===== config.mk =====
export PLATFORM = sky130hd
export DESIGN_NAME = fdc_dout_ctl
export DESIGN_NICKNAME = d
export VERILOG_FILES = /design/src/rtl/fdc_dor_pkg.sv /design/src/rtl/fdc_dor_regs.sv /design/src/rtl/fdc_drv_decode.sv /design/src/rtl/fdc_rst_stretch.sv /design/src/rtl/fdc_dma_gate.sv /design/src/rtl/fdc_dout_ctl.sv
export SDC_FILE = /design/constraint.sdc
export NUM_CORES = 1
export LEC_CHECK = 0
export ABC_AREA = 0
export BUFFER_PORTS_ARGS = -buffer_cell sky130_fd_sc_hd__buf_4
export CAP_MARGIN = 20
export CORE_MARGIN = 4
export CORE_UTILIZATION = 40
export DETAILED_ROUTE_END_ITERATION = 10
export PLACE_DENSITY = 0.76
export SLEW_MARGIN = 5
export SYNTH_ARGS = -nofsm -noshare
export SYNTH_HDL_FRONTEND = slang
export SYNTH_SLANG_ARGS = --single-unit
export TNS_END_PERCENT = 30

===== constraint.sdc =====
create_clock -name clk -period 2.2 [get_ports clk]
set_clock_uncertainty 0.2 [all_clocks]
set_input_delay 0.33 -clock clk [delete_from_list [all_inputs] [get_ports clk]]
set_output_delay 0.33 -clock clk [all_outputs]
set_load 0.05 [all_outputs]

===== src/rtl/fdc_dor_pkg.sv =====
package fdc_dor_pkg;
  localparam int unsigned NUM_DRV  = 4;
  localparam int unsigned SEL_W    = $clog2(NUM_DRV);
  localparam int unsigned BYTE_W   = 8;

  // Field layout of the control byte (software decodes these positions)
  typedef struct packed {
    logic [NUM_DRV-1:0] mtr;     // bits 7:4
    logic               dma_en;  // bit 3
    logic               nrst;    // bit 2, active-low controller reset
    logic [SEL_W-1:0]   drv;     // bits 1:0
  } dor_t;
endpackage


===== src/rtl/fdc_dor_regs.sv =====
module fdc_dor_regs
  import fdc_dor_pkg::*;
#(
  parameter int unsigned ADDR_W   = 16,
  parameter logic [ADDR_W-1:0] REG_ADDR = ADDR_W'(16'h3F2)
) (
  input  logic              clk,
  input  logic              rst_n,
  input  logic [ADDR_W-1:0] addr,
  input  logic [BYTE_W-1:0] wdata,
  input  logic              wr_en,
  input  logic              rd_en,
  output logic [BYTE_W-1:0] rdata,
  output dor_t              q
);
  logic hit;
  assign hit = (addr == REG_ADDR);

  always_ff @(posedge clk or negedge rst_n) begin
    if (!rst_n)            q <= '0;
    else if (wr_en && hit) q <= dor_t'(wdata);
  end

  assign rdata = (rd_en && hit) ? BYTE_W'(q) : '0;

  AST_HOLD_NO_WRITE: assert property (@(posedge clk) disable iff (!rst_n)
    !(wr_en && hit) |=> $stable(q));
  AST_WRITE_TAKEN: assert property (@(posedge clk) disable iff (!rst_n)
    (wr_en && hit) |=> (BYTE_W'(q) == $past(wdata)));
endmodule


===== src/rtl/fdc_drv_decode.sv =====
module fdc_drv_decode #(
  parameter int unsigned N     = 4,
  localparam int unsigned IDX_W = $clog2(N)
) (
  input  logic             clk,
  input  logic             rst_n,
  input  logic [IDX_W-1:0] idx,
  output logic [N-1:0]     sel
);
  for (genvar i = 0; i < N; i++) begin : g_sel
    assign sel[i] = (idx == IDX_W'(i));
  end

  AST_SEL_ONE: assert property (@(posedge clk) disable iff (!rst_n)
    $countones(sel) == 1);
endmodule


===== src/rtl/fdc_rst_stretch.sv =====
module fdc_rst_stretch #(
  parameter int unsigned MIN_CYC = 20,
  localparam int unsigned CW     = $clog2(MIN_CYC + 1)
) (
  input  logic clk,
  input  logic rst_n,
  input  logic sw_nrst,
  output logic ctl_rst_n
);
  localparam logic [CW-1:0] LOAD = CW'(MIN_CYC - 1);
  logic [CW-1:0] cnt;

  always_ff @(posedge clk or negedge rst_n) begin
    if (!rst_n)          cnt <= LOAD;
    else if (!sw_nrst)   cnt <= LOAD;
    else if (cnt != '0)  cnt <= cnt - 1'b1;
  end

  assign ctl_rst_n = sw_nrst && (cnt == '0);

  if (MIN_CYC >= 2) begin : g_chk
    AST_RELEASE_LATE: assert property (@(posedge clk) disable iff (!rst_n)
      $rose(ctl_rst_n) |-> (sw_nrst && $past(sw_nrst)));
  end
endmodule


===== src/rtl/fdc_dma_gate.sv =====
module fdc_dma_gate (
  input  logic clk,
  input  logic rst_n,
  input  logic mode_ps2,
  input  logic dma_en,
  input  logic dack_raw,
  input  logic tc_raw,
  output logic drq_oe,
  output logic irq_oe,
  output logic dack_core,
  output logic tc_core
);
  logic open_q;
  assign open_q    = mode_ps2 | dma_en;
  assign drq_oe    = open_q;
  assign irq_oe    = open_q;
  assign dack_core = dack_raw & open_q;
  assign tc_core   = tc_raw & open_q;

  AST_DACK_BLOCKED: assert property (@(posedge clk) disable iff (!rst_n)
    !drq_oe |-> (!dack_core && !tc_core));
  AST_PS2_OPEN: assert property (@(posedge clk) disable iff (!rst_n)
    mode_ps2 |-> (irq_oe && (dack_core == dack_raw)));
endmodule


===== src/rtl/fdc_dout_ctl.sv =====
module fdc_dout_ctl
  import fdc_dor_pkg::*;
#(
  parameter int unsigned ADDR_W      = 16,
  parameter logic [ADDR_W-1:0] REG_ADDR = ADDR_W'(16'h3F2),
  parameter int unsigned RST_MIN_CYC = 20
) (
  input  logic              clk,
  input  logic              rst_n,
  input  logic [ADDR_W-1:0] host_addr,
  input  logic [7:0]        host_wdata,
  input  logic              host_wr,
  input  logic              host_rd,
  output logic [7:0]        host_rdata,
  input  logic              mode_ps2,
  input  logic              dack_raw,
  input  logic              tc_raw,
  output logic [3:0]        drv_sel,
  output logic [3:0]        mtr_on,
  output logic              ctl_rst_n,
  output logic              drq_oe,
  output logic              irq_oe,
  output logic              dack_core,
  output logic              tc_core
);
  dor_t q;

  fdc_dor_regs #(.ADDR_W(ADDR_W), .REG_ADDR(REG_ADDR)) u_regs (
    .clk(clk), .rst_n(rst_n), .addr(host_addr), .wdata(host_wdata),
    .wr_en(host_wr), .rd_en(host_rd), .rdata(host_rdata), .q(q)
  );

  fdc_drv_decode #(.N(NUM_DRV)) u_dec (
    .clk(clk), .rst_n(rst_n), .idx(q.drv), .sel(drv_sel)
  );

  fdc_rst_stretch #(.MIN_CYC(RST_MIN_CYC)) u_rst (
    .clk(clk), .rst_n(rst_n), .sw_nrst(q.nrst), .ctl_rst_n(ctl_rst_n)
  );

  fdc_dma_gate u_gate (
    .clk(clk), .rst_n(rst_n), .mode_ps2(mode_ps2), .dma_en(q.dma_en),
    .dack_raw(dack_raw), .tc_raw(tc_raw), .drq_oe(drq_oe), .irq_oe(irq_oe),
    .dack_core(dack_core), .tc_core(tc_core)
  );

  assign mtr_on = q.mtr;

  AST_SW_RST_KEEPS: assert property (@(posedge clk) disable iff (!rst_n)
    (!ctl_rst_n && !host_wr) |=> $stable(mtr_on) && $stable(drv_sel));
endmodule


After elaboration in Yosys (flattened, before gate mapping). Index checks and enable logic that the tools add are counted.

Flip-flop bits (word level): 13. Input port bits: 31. Logic and storage cells: 23. Output and inout port bits: 21.

Bitwise logic cells: 3. Reduce and logical (&&, ||, !) cells: 6. Eq/ne operators: 5. Add/subtract/negate cells: 1. Multiplexer cells: 3.

Operators by type and width (number): $eq A16 B10 Y1 const B (1); $mux W5 (2); $mux W8 (1); $logic_not A5 Y1 (1); $reduce_bool A5 Y1 (1); $sub A5 B1 Y5 const B (1); $eq A2 B2 Y1 const B (2); $logic_and A1 B1 Y1 (3); $and A1 B1 Y1 (2); $eq A2 B1 Y1 const B (1); $logic_not A2 Y1 (1); $ne A2 B1 Y1 const B (1); $or A1 B1 Y1 (1).

Depth between registers and ports, before layout.
Word-level depth: 3. Mapped depth: 6.

Cells and area by module. Synthesis repeated with hierarchy kept, for this count alone.

Cell total of the unflattened synthesis: 67. Area, all modules: 788.3 um2.

Modules (own cells, without submodules): fdc_dor_regs (cells each 31, times used 1, area each 437.9 um2, seq. area each 200.2 um2); fdc_rst_stretch (cells each 28, times used 1, area each 295.3 um2, seq. area each 128.9 um2); fdc_dma_gate (cells each 4, times used 1, area each 28.8 um2, seq. area each 0.0 um2); fdc_drv_decode (cells each 4, times used 1, area each 26.3 um2, seq. area each 0.0 um2).

Worst setup path after synthesis. OpenSTA, ideal clock, no wires.

Path kind: input to output. Start point: input host_addr[10]. End point: output host_rdata[0]. Buffers on the path: 0. Stages: 4. Required time: 1670 ps. Slack: 220 ps. Data arrival time: 1450 ps. Path through: nor4_4 > nand4_1 > nor2_1 > and2_1.

Word-level cells in the longest chain between the ends: 3.

Ends and longest elaborated chain: start, declared (line fdc_dout_ctl.sv:10) `input logic [ADDR_W-1:0] host_addr,`; $eq A16 B10 Y1 (line fdc_dor_regs.sv:17) `assign hit = (addr == REG_ADDR);`; $logic_and A1 B1 Y1 (line fdc_dor_regs.sv:24) `assign rdata = (rd_en && hit) ? BYTE_W'(q) : '0;`; $mux W8 (line fdc_dor_regs.sv:24); end, declared (line fdc_dout_ctl.sv:14) `output logic [7:0] host_rdata,`.

Every way passes these cells.

Final worst setup path.
Start point: register u_rst.cnt[0]. End point: output ctl_rst_n.

Word-level cells in the longest chain between the ends: 2.

Ends and longest elaborated chain: start, declared (line fdc_rst_stretch.sv:11) `logic [CW-1:0] cnt;`; start signal, assigned (line fdc_rst_stretch.sv:16) `else if (cnt != '0) cnt <= cnt - 1'b1;`; $logic_not A5 Y1 (line fdc_rst_stretch.sv:19) `assign ctl_rst_n = sw_nrst && (cnt == '0);`; $logic_and A1 B1 Y1 (line fdc_rst_stretch.sv:19); end, declared (line fdc_dout_ctl.sv:20) `output logic ctl_rst_n,`.

Every way passes these cells.

==> summary.md <==
| Metric | Value |
|---|---|
| Status | `finished clean` |
| Dominant cell type by area after synthesis | `dfrtp_1` |
| DRC Markers | `0` |
| Final period utilization | `between 90% and 100%` |
| Seq/Total Area, Yosys | `42.2%` |
| Initial antenna violation count | `0` |
| CP required | `1670 ps` |
| Clock sink total | `13` |
| CTS clk-pin slew, worst paths | `80 ps` |
| Routed wire per std cell | `12.6 µm` |
| Main synth FF type | `dfrtp_1` |
| Unique cell type count in the Yosys netlist | `24` |
| Port Buf Inserts | `between 50 and 60` |
| Setup total negative slack | `0 ps` |
| First-pass GRT wire length | `around 3.1 mm` |
| Crit-path cells | `inv_1 -> ha_2 -> nor4b_2 -> and2_1 -> buf_4` |
| Post-route ant nets | `0` |
| Clock Latency Late Sink | `270 ps` |
| Max-slew violations | `0` |
| Core box area | `1780 µm²` |
| Lkg Pwr | `0.634 nW` |
| H-tree depth | `1` |
| Final Hold Viols | `0` |
| Worst Tran Pin Value | `288 ps` |
| I/O pins | `52` |
| Total wire length | `1.91 mm` |
| Vias in the first global route | `715` |
| Gr ovfl total | `0` |
| Max capacitance violation total | `0` |
| Initial core utilization | `43.7%` |
| EDFF count, synth | `0` |
| Crit-path max cell delay | `between 500 and 600 ps` |
| TritonCTS buffer count | `3` |
| Fin crit period | `2100 ps` |
| Vias per cell | `4.66` |
| Syn Nets | `105` |
| Post-Syn Area | `779 µm²` |
| Top post-synthesis cells by area | `dfrtp_1 32%, mux2_2 12%, and2_1 10%` |
| Die Height | `about 52 µm` |
| Crit. End Element | `primary output` |
| Root buffer selected by CTS | `clkbuf_4` |
| Pwr dens | `~380 nW/µm²` |
| Die Width | `between 50 and 60 µm` |
| Post-synth top area share | `32.1%` |
| Ys async rst share | `100%` |
| Type of origin of the critical path | `register` |
| Synthesis Warnings | `0` |
| FP Rows | `15` |
| Worst VDD drop | `295 µV` |
| Antenna Cells | `0` |
| # setup viols final | `0` |
| Mapped Cells | `73` |
| Layout cells sized above 1 | `roughly three fifths` |
| Layout fillers | `151` |
| Final Util | `68.2%` |
| Synth Register Bits | `13` |
| DR pass1 iterations | `2` |
| RSZ-0062 raised after global routing | `false` |
| Final HPWL DP | `1.57 mm` |
| Clk buf depth | `2` |
| Arr. time, crit path | `1570 ps` |
| Crit-path max FO | `5` |
| Final GP Congestion | `0.716` |
| Nets@finish | `between 150 and 200` |
| CTS tree | `done` |
| GRT Total Usage | `15.5%` |
| Largest net degree at the start of global routing | `14` |
| Class of the worst hold path | `in2reg` |
| Post CTS Setup Buffer Count | `0` |
| Synth-to-layout area growth | `56.0%` |
| 1st-iter DRT viols | `5` |
| Crit Path Class | `reg2out` |
| Die ar. | `2720 µm²` |
| Post-synth top cells | `13 x and2_1, 10 x dfrtp_1, 8 x mux2_2, 6 x nand2_1` |
| Fmax | `476 MHz` |
| Critical Path Slowest Stage Cell | `dfstp_2` |
| Mapped Avg Cell Area | `10.7 µm²` |
| Top-count cell post-synth | `and2_1` |
| Rel. slew slack | `roughly 81%` |
| Vias post-DR | `roughly 700` |
[state kept, by name, summed over array words and instances (netlist names)]
register,cells
u_regs.q,8
u_rst.cnt,5
[timing repair]
action                                  in CTS  in global routing
endpoints found under the setup margin       0                  1
endpoints found under the hold margin       13                  0
hold buffers                                 1                  0
resized for setup                            0                  2
[final cells by class]
class	instances	area, µm²	share of cell area, %
multi-input cells	52	410	33.7
flip-flops and latches	13	329	27.1
well taps	25	31.3	2.57
inverters	3	11.3	0.926
clock buffers	4	26.3	2.16
repair buffers	54	408	33.5
[critical path: cells and delay by family (launching register included)]
family	cells	cell delay (ps)
flip-flops	1	540
AND/OR/NAND/NOR	2	320
buffers and inverters	2	230
adder cells (fa/ha/maj)	1	200
[placed cells by master, fill, tap and decap left out]
cell	Yosys	routed
and4b_2	1	1
dfrtp_1	10	10
and2_1	13	13
mux2i_1	1	1
or4b_4	1	1
nand3_4	1	1
mux2_2	8	8
nand2_1	6	6
or3_1	1	1
nor2b_1	3	3
nor4_4	1	1
dfstp_2	3	3
buf_4	5	53
dlygate4sd3_1	0	1
nor2_1	5	5
and3_4	1	1
o21ai_0	2	2
or2_2	1	1
nor3_1	1	1
nor4b_2	0	1
ha_2	0	1
a21oi_1	1	1
nand4_1	1	1
inv_1	3	3
and4bb_2	2	2
clkbuf_4	0	3
clkbuf_1	0	1
[through the flow]
| stage | cell area [µm²] | setup slack, ps | hold WS, ps | std cells | power [W] |
|---|---|---|---|---|---|
| 5_1_grt | 1220 | 38.5 | 81.8 | 151 | 0.000483 |
| 3_3_place_gp | 1170 | 209 | -21.6 | 146 | 0.000317 |
| 4_1_cts | 1210 | 17.6 | 76.6 | 151 | 0.000468 |
| 6_report | 1220 | 99.1 | 86.1 | 151 | 0.000458 |
| 3_5_place_dp | 1170 | 193 | -21.3 | 146 | 0.000319 |
| 2_1_floorplan | 779 | 220 | -166 | 73 | 0.000267 |
[power by group]
part | leakage (nW) | switching [W] | total (W) | internal, W
Combinational | 0.448 | 0.0000311 | 0.0000753 | 0.0000442
Clock | 0.0150 | 0.0000734 | 0.000144 | 0.0000701
Sequential | 0.171 | 0.0000000509 | 0.000239 | 0.000239
[routing by layer]
layer	wire length [µm]	track usage [%]	vias up
met5	0	0	-
met4	4	5.11	0
met3	151	2.87	2
met2	1020	29.1	26
met1	733	17.4	326
li1	-	-	350
[worst paths after layout]
check / from / cells past startpoint / slack [ps] / endpoint
worst max-delay path: u_rst.cnt[0] / 5 / 100 / ctl_rst_n
worst min-delay path: host_wdata[3] / 2 / 90 / u_regs.q[3]
worst max register to register: u_rst.cnt[0] / 6 / 460 / u_rst.cnt[2]
worst min register to register: u_rst.cnt[4] / 2 / 290 / u_rst.cnt[4]
max in group asynchronous: rst_n / 2 / 1330 / u_rst.cnt[0]
min in group asynchronous: rst_n / 2 / 240 / u_rst.cnt[2]
[logic make-up (layout without fill, tap and decap cells)]
kind of cell	after synthesis	in the layout	share of synthesized area, %
DFF	13	13	42.2
and+or+nand+nor	39	39	35.2
muxes	9	9	12.8
AOI/OAI and AO/OA	3	3	1.93
buffers and inverters	8	61	6.26
adders and majority gates	1	1	1.60
(Power assumes the default switching activity.)
